===== src/rtl/cwf_refill_pkg.sv =====
package cwf_refill_pkg;

  typedef enum logic {
    RF_IDLE = 1'b0,
    RF_BUSY = 1'b1
  } rf_state_e;

endpackage


===== src/rtl/cwf_refill_ctrl.sv =====
module cwf_refill_ctrl
  import cwf_refill_pkg::*;
#(
  parameter int ADDR_W = 32,
  parameter int OFS_W  = 2,
  localparam int LINE_W = ADDR_W - OFS_W
) (
  input  logic              clk,
  input  logic              rst_n,
  input  logic              req_valid,
  input  logic [ADDR_W-1:0] req_addr,
  input  logic              last_word,
  output logic              req_ready,
  output logic              accept,
  output logic [OFS_W-1:0]  crit_q,
  output logic [LINE_W-1:0] line_q,
  output logic              rd_en_q
);

  rf_state_e state_q, state_d;

  assign req_ready = (state_q == RF_IDLE);
  assign accept    = req_valid && req_ready;

  always_comb begin
    state_d = state_q;
    unique case (state_q)
      RF_IDLE: if (accept)    state_d = RF_BUSY;
      RF_BUSY: if (last_word) state_d = RF_IDLE;
      default:                state_d = RF_IDLE;
    endcase
  end

  always_ff @(posedge clk or negedge rst_n) begin
    if (!rst_n) begin
      state_q <= RF_IDLE;
      rd_en_q <= 1'b0;
    end else begin
      state_q <= state_d;
      rd_en_q <= accept;
    end
  end

  // request fields captured only on the accepting edge
  always_ff @(posedge clk or negedge rst_n) begin
    if (!rst_n) begin
      crit_q <= '0;
      line_q <= '0;
    end else if (accept) begin
      crit_q <= req_addr[OFS_W-1:0];
      line_q <= req_addr[ADDR_W-1:OFS_W];
    end
  end

endmodule


===== src/rtl/cwf_bank_timer.sv =====
module cwf_bank_timer #(
  parameter int BANK_ID  = 0,
  parameter int NBANK    = 4,
  parameter int ADDR_CYC = 1,
  parameter int ACC_CYC  = 6,
  localparam int OFS_W   = $clog2(NBANK),
  localparam int CNT_W   = $clog2(ADDR_CYC + ACC_CYC + NBANK)
) (
  input  logic             clk,
  input  logic             rst_n,
  input  logic             start,
  input  logic [OFS_W-1:0] crit,
  output logic             fire
);

  logic [OFS_W-1:0] slot;
  logic [CNT_W-1:0] cnt_q, cnt_d;
  logic             armed_q, armed_d;

  // transfer slot of this bank relative to the critical word
  assign slot = OFS_W'(BANK_ID) - crit;
  assign fire = armed_q && (cnt_q == '0);

  always_comb begin
    cnt_d   = cnt_q;
    armed_d = armed_q;
    if (start) begin
      cnt_d   = CNT_W'(ADDR_CYC + ACC_CYC) + CNT_W'(slot);
      armed_d = 1'b1;
    end else if (fire) begin
      armed_d = 1'b0;
    end else if (armed_q) begin
      cnt_d   = cnt_q - 1'b1;
    end
  end

  always_ff @(posedge clk or negedge rst_n) begin
    if (!rst_n) begin
      cnt_q   <= '0;
      armed_q <= 1'b0;
    end else begin
      cnt_q   <= cnt_d;
      armed_q <= armed_d;
    end
  end

endmodule


===== src/rtl/cwf_word_mux.sv =====
module cwf_word_mux #(
  parameter int NBANK  = 4,
  parameter int DATA_W = 32,
  localparam int OFS_W = $clog2(NBANK)
) (
  input  logic [NBANK-1:0]        fire,
  input  logic [NBANK*DATA_W-1:0] rdata,
  input  logic [OFS_W-1:0]        crit,
  output logic                    valid,
  output logic [OFS_W-1:0]        idx,
  output logic [DATA_W-1:0]       data,
  output logic                    first,
  output logic                    last
);

  localparam logic [OFS_W-1:0] LAST_OFS = OFS_W'(NBANK - 1);

  always_comb begin
    idx  = '0;
    data = '0;
    for (int b = 0; b < NBANK; b++) begin
      if (fire[b]) begin
        idx  = idx  | OFS_W'(b);
        data = data | rdata[b*DATA_W +: DATA_W];
      end
    end
  end

  assign valid = |fire;
  assign first = valid && (idx == crit);
  assign last  = valid && (idx == OFS_W'(crit + LAST_OFS));

endmodule


===== src/rtl/cwf_refill.sv =====
module cwf_refill #(
  parameter int ADDR_W   = 32,
  parameter int DATA_W   = 32,
  parameter int NBANK    = 4,
  parameter int ADDR_CYC = 1,
  parameter int ACC_CYC  = 6,
  localparam int OFS_W   = $clog2(NBANK),
  localparam int LINE_W  = ADDR_W - OFS_W
) (
  input  logic                    clk,
  input  logic                    rst_n,
  input  logic                    req_valid,
  output logic                    req_ready,
  input  logic [ADDR_W-1:0]       req_addr,
  output logic [LINE_W-1:0]       mem_line,
  output logic                    mem_rd_en,
  input  logic [NBANK*DATA_W-1:0] mem_rdata,
  output logic                    fill_valid,
  output logic [OFS_W-1:0]        fill_idx,
  output logic [DATA_W-1:0]       fill_data,
  output logic                    fill_restart,
  output logic                    fill_done
);

  logic             accept;
  logic [OFS_W-1:0] crit_q;
  logic [NBANK-1:0] fire;

  cwf_refill_ctrl #(
    .ADDR_W (ADDR_W),
    .OFS_W  (OFS_W)
  ) u_ctrl (
    .clk       (clk),
    .rst_n     (rst_n),
    .req_valid (req_valid),
    .req_addr  (req_addr),
    .last_word (fill_done),
    .req_ready (req_ready),
    .accept    (accept),
    .crit_q    (crit_q),
    .line_q    (mem_line),
    .rd_en_q   (mem_rd_en)
  );

  // start is taken from the raw request: timers load on the accepting edge
  for (genvar b = 0; b < NBANK; b++) begin : g_bank
    cwf_bank_timer #(
      .BANK_ID  (b),
      .NBANK    (NBANK),
      .ADDR_CYC (ADDR_CYC),
      .ACC_CYC  (ACC_CYC)
    ) u_timer (
      .clk   (clk),
      .rst_n (rst_n),
      .start (accept),
      .crit  (req_addr[OFS_W-1:0]),
      .fire  (fire[b])
    );
  end

  cwf_word_mux #(
    .NBANK  (NBANK),
    .DATA_W (DATA_W)
  ) u_mux (
    .fire  (fire),
    .rdata (mem_rdata),
    .crit  (crit_q),
    .valid (fill_valid),
    .idx   (fill_idx),
    .data  (fill_data),
    .first (fill_restart),
    .last  (fill_done)
  );

endmodule


===== config.mk =====
export PLATFORM = sky130hd
export DESIGN_NAME = cwf_refill
export DESIGN_NICKNAME = d
export VERILOG_FILES = /design/src/rtl/cwf_refill_pkg.sv /design/src/rtl/cwf_refill_ctrl.sv /design/src/rtl/cwf_bank_timer.sv /design/src/rtl/cwf_word_mux.sv /design/src/rtl/cwf_refill.sv
export SDC_FILE = /design/constraint.sdc
export NUM_CORES = 1
export LEC_CHECK = 0
export CAP_MARGIN = 20
export CORE_ASPECT_RATIO = 1.2
export CORE_MARGIN = 2
export CORE_UTILIZATION = 35
export CTS_CLUSTER_SIZE = 14
export DETAILED_ROUTE_END_ITERATION = 8
export PLACE_DENSITY = 0.81
export SYNTH_ARGS = -nofsm -noshare
export SYNTH_HDL_FRONTEND = slang
export SYNTH_SLANG_ARGS = --single-unit

===== constraint.sdc =====
create_clock -name clk -period 2.14 [get_ports clk]
set_input_delay 0.428 -clock clk [delete_from_list [all_inputs] [get_ports clk]]
set_output_delay 0.428 -clock clk [all_outputs]
set_load 0.05 [all_outputs]

; Yosys cells after proc, flatten, opt, wreduce, memory -nomap -nowiden
; Index checks and enable logic that the tools add are counted.
[word_totals]
input_bits = 163
output_inout_bits = 69
register_bits = 54
[op_classes]
n_reduce_logical = 24
addsub = 13
n_eq_ne = 6
n_mux = 30
bitwise_logic = 4
[op_table]
columns = cell, count
row1 = 32-bit two-way mux, 4
row2 = 32-bit bitwise OR, 3
row3 = 4-bit two-way mux, 12
row4 = 3-bit by 2-bit adder with 4-bit output (first input constant), 4
row5 = 4-bit logical NOT, 4
row6 = 2-bit nonzero test, 8
row7 = 4-bit by 1-bit subtractor with 4-bit output (second input constant), 4
row8 = 1-bit two-way mux, 11
row9 = 2-bit inequality test (second input constant), 4
row10 = 2-bit AND reduction, 4
row11 = 1-bit logical AND, 7
row12 = 2-bit == test, 2
row13 = 2-bit two-way mux, 2
row14 = 4-bit OR reduction, 1
row15 = 1-bit by 2-bit subtractor with 2-bit output (first input constant), 2
row16 = 2-bit subtractor (first input constant), 2
row17 = 2-bit adder (second input constant), 1
row18 = 1-bit one-hot mux with 2 select lines, 1
row19 = 1-bit inverter, 1

; Depth between registers and ports, before layout
[depth]
depth_word = 9
depth_mapped = 7

; Hierarchy
; A second synthesis with hierarchy kept.
[hier_totals]
hier_cells = 335
hier_area_um2 = 3372.0
[by_module_without_submodules]
columns = module, cells_per_inst, n_inst, area_per_inst_um2
row1 = cwf_refill_ctrl, 73, 1, 1378.8
row2 = cwf_word_mux, 128, 1, 768.2
row3 = cwf_bank_timer (g_bank[1].u_timer ...), 34, 2, 307.8
row4 = cwf_bank_timer (g_bank[0].u_timer), 35, 1, 311.5
row5 = cwf_bank_timer (g_bank[3].u_timer), 31, 1, 297.8

; Worst setup path before layout
; No wires, ideal clock.
[synth_path]
path_kind = flip-flop to output port
from = reg g_bank[0].u_timer.cnt_q[0]
to = out fill_restart
stages_incl_launch_ff = 8
required_ps = 1712
arrival_time_ps = 2843
setup_slack_ps = -1131
n_path_buf = 1
cell_sequence = dfrtp_1 -> inv_1 -> ha_1 -> nor4bb_1 -> buf_2 -> nor3b_2 -> nor2_1 -> o41ai_1
[synth_via]
elab_chain_len = 4
[synth_lines]
columns = item, line
row1 = from (decl), cwf_bank_timer.sv:17  ; logic [CNT_W-1:0] cnt_q, cnt_d;
row2 = from (signal assigned), cwf_bank_timer.sv:42  ; cnt_q <= cnt_d;
row3 = 4-bit logical NOT, cwf_bank_timer.sv:22  ; assign fire = armed_q && (cnt_q == '0);
row4 = 1-bit logical AND, cwf_bank_timer.sv:22
row5 = 4-bit OR reduction, cwf_word_mux.sv:29  ; assign valid = |fire;
row6 = 1-bit logical AND, cwf_word_mux.sv:30  ; assign first = valid && (idx == crit);
row7 = to (decl), cwf_refill.sv:21  ; output logic fill_restart,
; No other way between the ends.

; Worst setup path after layout
[layout_path]
from = reg g_bank[2].u_timer.cnt_q[1]
to = out fill_done
[layout_via]
elab_chain_len = 6
elab_cells_between_ends = 7
cone_classes = eq/ne: 1 / mux: 2 / reduce/logical: 4
[layout_lines]
columns = item, line
row1 = from (decl), cwf_bank_timer.sv:17
row2 = from (signal assigned), cwf_bank_timer.sv:42
row3 = 4-bit logical NOT *, cwf_bank_timer.sv:22
row4 = 1-bit logical AND *, cwf_bank_timer.sv:22
row5 = 2-bit two-way mux (2 in a row), cwf_word_mux.sv:22  ; if (fire[b]) begin
row6 = 2-bit == test, cwf_word_mux.sv:31  ; assign last = valid && (idx == OFS_W'(crit + LAST_OFS));
row7 = 1-bit logical AND *, cwf_word_mux.sv:31
row8 = to (decl), cwf_refill.sv:22  ; output logic fill_done
; Mark *: on every way between the ends. The rest lies on a longest branch, timed or not.

==> results_dict.tcl <==
set metrics [dict create \
    status "complete, but fails checks" \
    failed_checks "setup timing" \
    num_rows 38 \
    dieArea_um2 9970 \
    fin_crit_sh_pct 116 \
    crit_cells 8 \
    cpMaxStageDelayCell "dfrtp_1" \
    portBuffers 231 \
    clk_pin_slew_worst_paths_ps 90 \
    cp.arrival_ps 2050 \
    path_cells "inv_2 > ha_4 > nor4bb_4 > buf_4 > nor4b_1 > a31oi_1 > nand3_2 > buf_12" \
    die_y_um 109 \
    synth_warnings 0 \
    htree_levels 2 \
    endpoint "fill_done" \
    dp_slack_ps -174 \
    final_hold_viol_count 0 \
    p_per_area_nw_per_um2 1340 \
    drive_gt1_share_pct 28.2 \
    p_sw_uw 4410 \
    hp-class "in2async" \
    ys_seq_elements 54 \
    vias_per_cell 5.17 \
    cts.sinks 54 \
    p_sw_share_pct 47.5 \
    dp_hpwl_um 10900 \
    core_area_um2 8990 \
    synth_most_common_cell "nand2_1" \
    rrSetupSlack_ps 100 \
    syn_to_final_growth_pct 116 \
    endpoint_kind "output pin" \
    synth_edf_count 0 \
    p_total_uw 9280 \
    synthesis.nets 558 \
    cts_tree "yes" \
    cts_root_buf "clkbuf_8" \
    pwr-share-clk_pct 7.3 \
    synthDistinctLibCells 38 \
    slew_headroom_pct 62.4 \
    power.internal_uw 4880 \
    cts_buffer_depth 2 \
    synth_area_per_cell_um2 8.40 \
    skew_ps 5.73 \
    p_comb_share_pct 72.4 \
    grt_max_degree 55 \
    antenna_left 0 \
    grt_pass1_vias 4241 \
    antenna_found_initial 1 \
    peakVddDrop_mv 1.05 \
    startpoint_type "flip-flop" \
    synth-main-ff-cell "dfrtp_1" \
    nets 819 \
    fp.dieW_um 91.5 \
    rsz0062_at_grt "yes" \
    path_buf_inv 3 \
    synthesis.area_um2 3220 \
    worst_skew_pair.late_latency_ps 310 \
    wire_per_inst_um 19.1 \
    hold_buffers 0 \
    cts-buffers-inserted 5 \
    grt_overflow_total 0 \
    path_max_fanout 6 \
    finalWorstSetupSlack_ps -334 \
    critical-path-top-delay-family "buffers and inverters" \
    tightestPinTransition_ps 562 \
    initial_utilization_pct 35.8 \
    r2r-start "g_bank[0].u_timer.cnt_q[0]" \
    max_clock_freq_mhz 404 \
    gp_congestion 0.920 \
    crit_required_ps 1710 \
    drcViolationCount 0 \
    max-cap-violations 0 \
    drt-total-wl_um 14600 \
    pwr-share-seq_pct 20.3 \
    grt_pass1_wl_um 22500 \
    startpoint "g_bank[2].u_timer.cnt_q[1]" \
    final_util_pct 77.4 \
    ff2ff_path_depth 13 \
    max_stage_delay_ps 410 \
    synthArstFlopShare_pct 100 \
    drtIter0Drc 137 \
    slew_violations 0 \
    crit_type "reg2out" \
    synth_top_area_cell "dfrtp_1" \
    grt_util_all_layers_pct 29.2 \
    synth_top_cell_area_share_pct 42.0 \
    min_period_ps 2470 \
    setup_viol 36 \
    first_pass_iters 5 \
    synth_seq_area_share_pct 42.0 \
    power_leakage_uw 0.00301 \
    nFillCells 538 \
    pin_count 232 \
    synthCells 383 \
    synth_common_cells "nand2_1 (139), a22oi_1 (64), dfrtp_1 (54)" \
    num_vias 3958 \
    ys_top_cells_by_area "dfrtp_1 (42%), nand2_1 (16%), a22oi_1 (15%)" \
    r2r_end "g_bank[0].u_timer.cnt_q[2]" \
]
worst reg2reg max path, stage by stage, from the launching register on:
cell     delay [ps]
dfrtp_1         380
inv_2            60
buf_4           130
buf_4           120
buf_4           120
buf_4           120
buf_4           120
buf_4           120
buf_4           120
buf_4           140
ha_4            150
nand3_2          60
xor2_1          170
o21ai_1         110
worst min path at each step:
| stage | start | to | slack (ps) | cells past startpoint |
|---|---|---|---|---|
| final | rst_n | u_ctrl.line_q[14] | 100 | 2 |
| after global routing | rst_n | u_ctrl.line_q[14] | 110 | 2 |
| after global placement | rst_n | u_ctrl.line_q[20] | 440 | 2 |
| after floorplan | rst_n | g_bank[0].u_timer.armed_q | 130 | 0 |
| after CTS | rst_n | g_bank[3].u_timer.armed_q | 100 | 2 |
| after detailed placement | rst_n | u_ctrl.line_q[14] | 450 | 2 |
sequential cells by signal (all words and copies together), names as in the netlist:
| name | flops |
|---|---|
| g_bank.u_timer.armed_q | 4 |
| g_bank.u_timer.cnt_q | 16 |
| u_ctrl.crit_q | 2 |
| u_ctrl.line_q | 30 |
| u_ctrl.rd_en_q | 1 |
| u_ctrl.state_q | 1 |
what timing repair did:
item / 4_1_cts / 5_1_grt
cloned: 3 / 1
resized for setup: 61 / 14
pin swaps: 10 / 8
buffers inserted: 20 / 6
setup endpoints to repair: 37 / 39
through the flow:
stage / area (um2) / setup TNS, ps / hold slack, ps / std cells
2_1_floorplan: 3320 / -157 / 132 / 383
3_5_place_dp: 6240 / -2130 / 448 / 731
4_1_cts: 6860 / -9080 / 103 / 762
3_3_place_gp: 6240 / -98.5 / 443 / 731
5_1_grt: 6950 / -11820 / 112 / 766
6_report: 6950 / -7920 / 96.0 / 766
final cells by class:
cell class	count	area, um2	area share [%]
multi-input combinational	291	2070	29.8
timing repair buffer	279	3220	46.3
clock buffer	7	76.3	1.10
antenna	1	2.50	0.0360
tap	120	150	2.16
inverter	13	48.8	0.702
sequential	54	1350	19.4
clock inverter	1	30.0	0.432
placed cells by master (no fill, tap or decap), types with 3 or more instances in the layout:
cell	instances
inv_2	7
ha_4	3
nand2_2	32
nor3_1	4
a21o_1	3
a21boi_0	3
clkdlybuf4s50_1	193
buf_4	30
xnor2_1	5
buf_6	7
or3b_1	4
nand3_1	7
xor2_1	8
inv_1	6
nand2_1	107
a22oi_2	33
ha_1	9
buf_16	3
buf_12	42
o21ai_0	4
a21oi_1	4
clkbuf_8	5
a22oi_1	31
dfrtp_1	54
nor2_1	5
logic make-up after synthesis:
logic type,count (synthesis),share of synthesized area [%]
AOI/OAI and AO/OA,88,19.8
xor gates and xnor gates,13,3.54
adders and majority gates,12,4.67
buffers and inverters,38,5.02
DFF,54,42.0
muxes,3,0.973
and+or+nand+nor,175,24.0
metal layers:
metal | routed length (um) | track usage, %
met5 | 0 | 0
met4 | 376 | 9.20
met3 | 1390 | 9.47
met2 | 7350 | 52.3
met1 | 5500 | 33.1
power by group through the flow:
stage          Sequential [uW]  Clock (uW)  Combinational, uW
6_report                  1890         677               6720
5_1_grt                   1940         733               7080
4_1_cts                   1880         697               6630
3_5_place_dp              1880           0               6090
3_3_place_gp              1850           0               5950
2_1_floorplan             2750           0               2520
(Power assumes the default switching activity.)
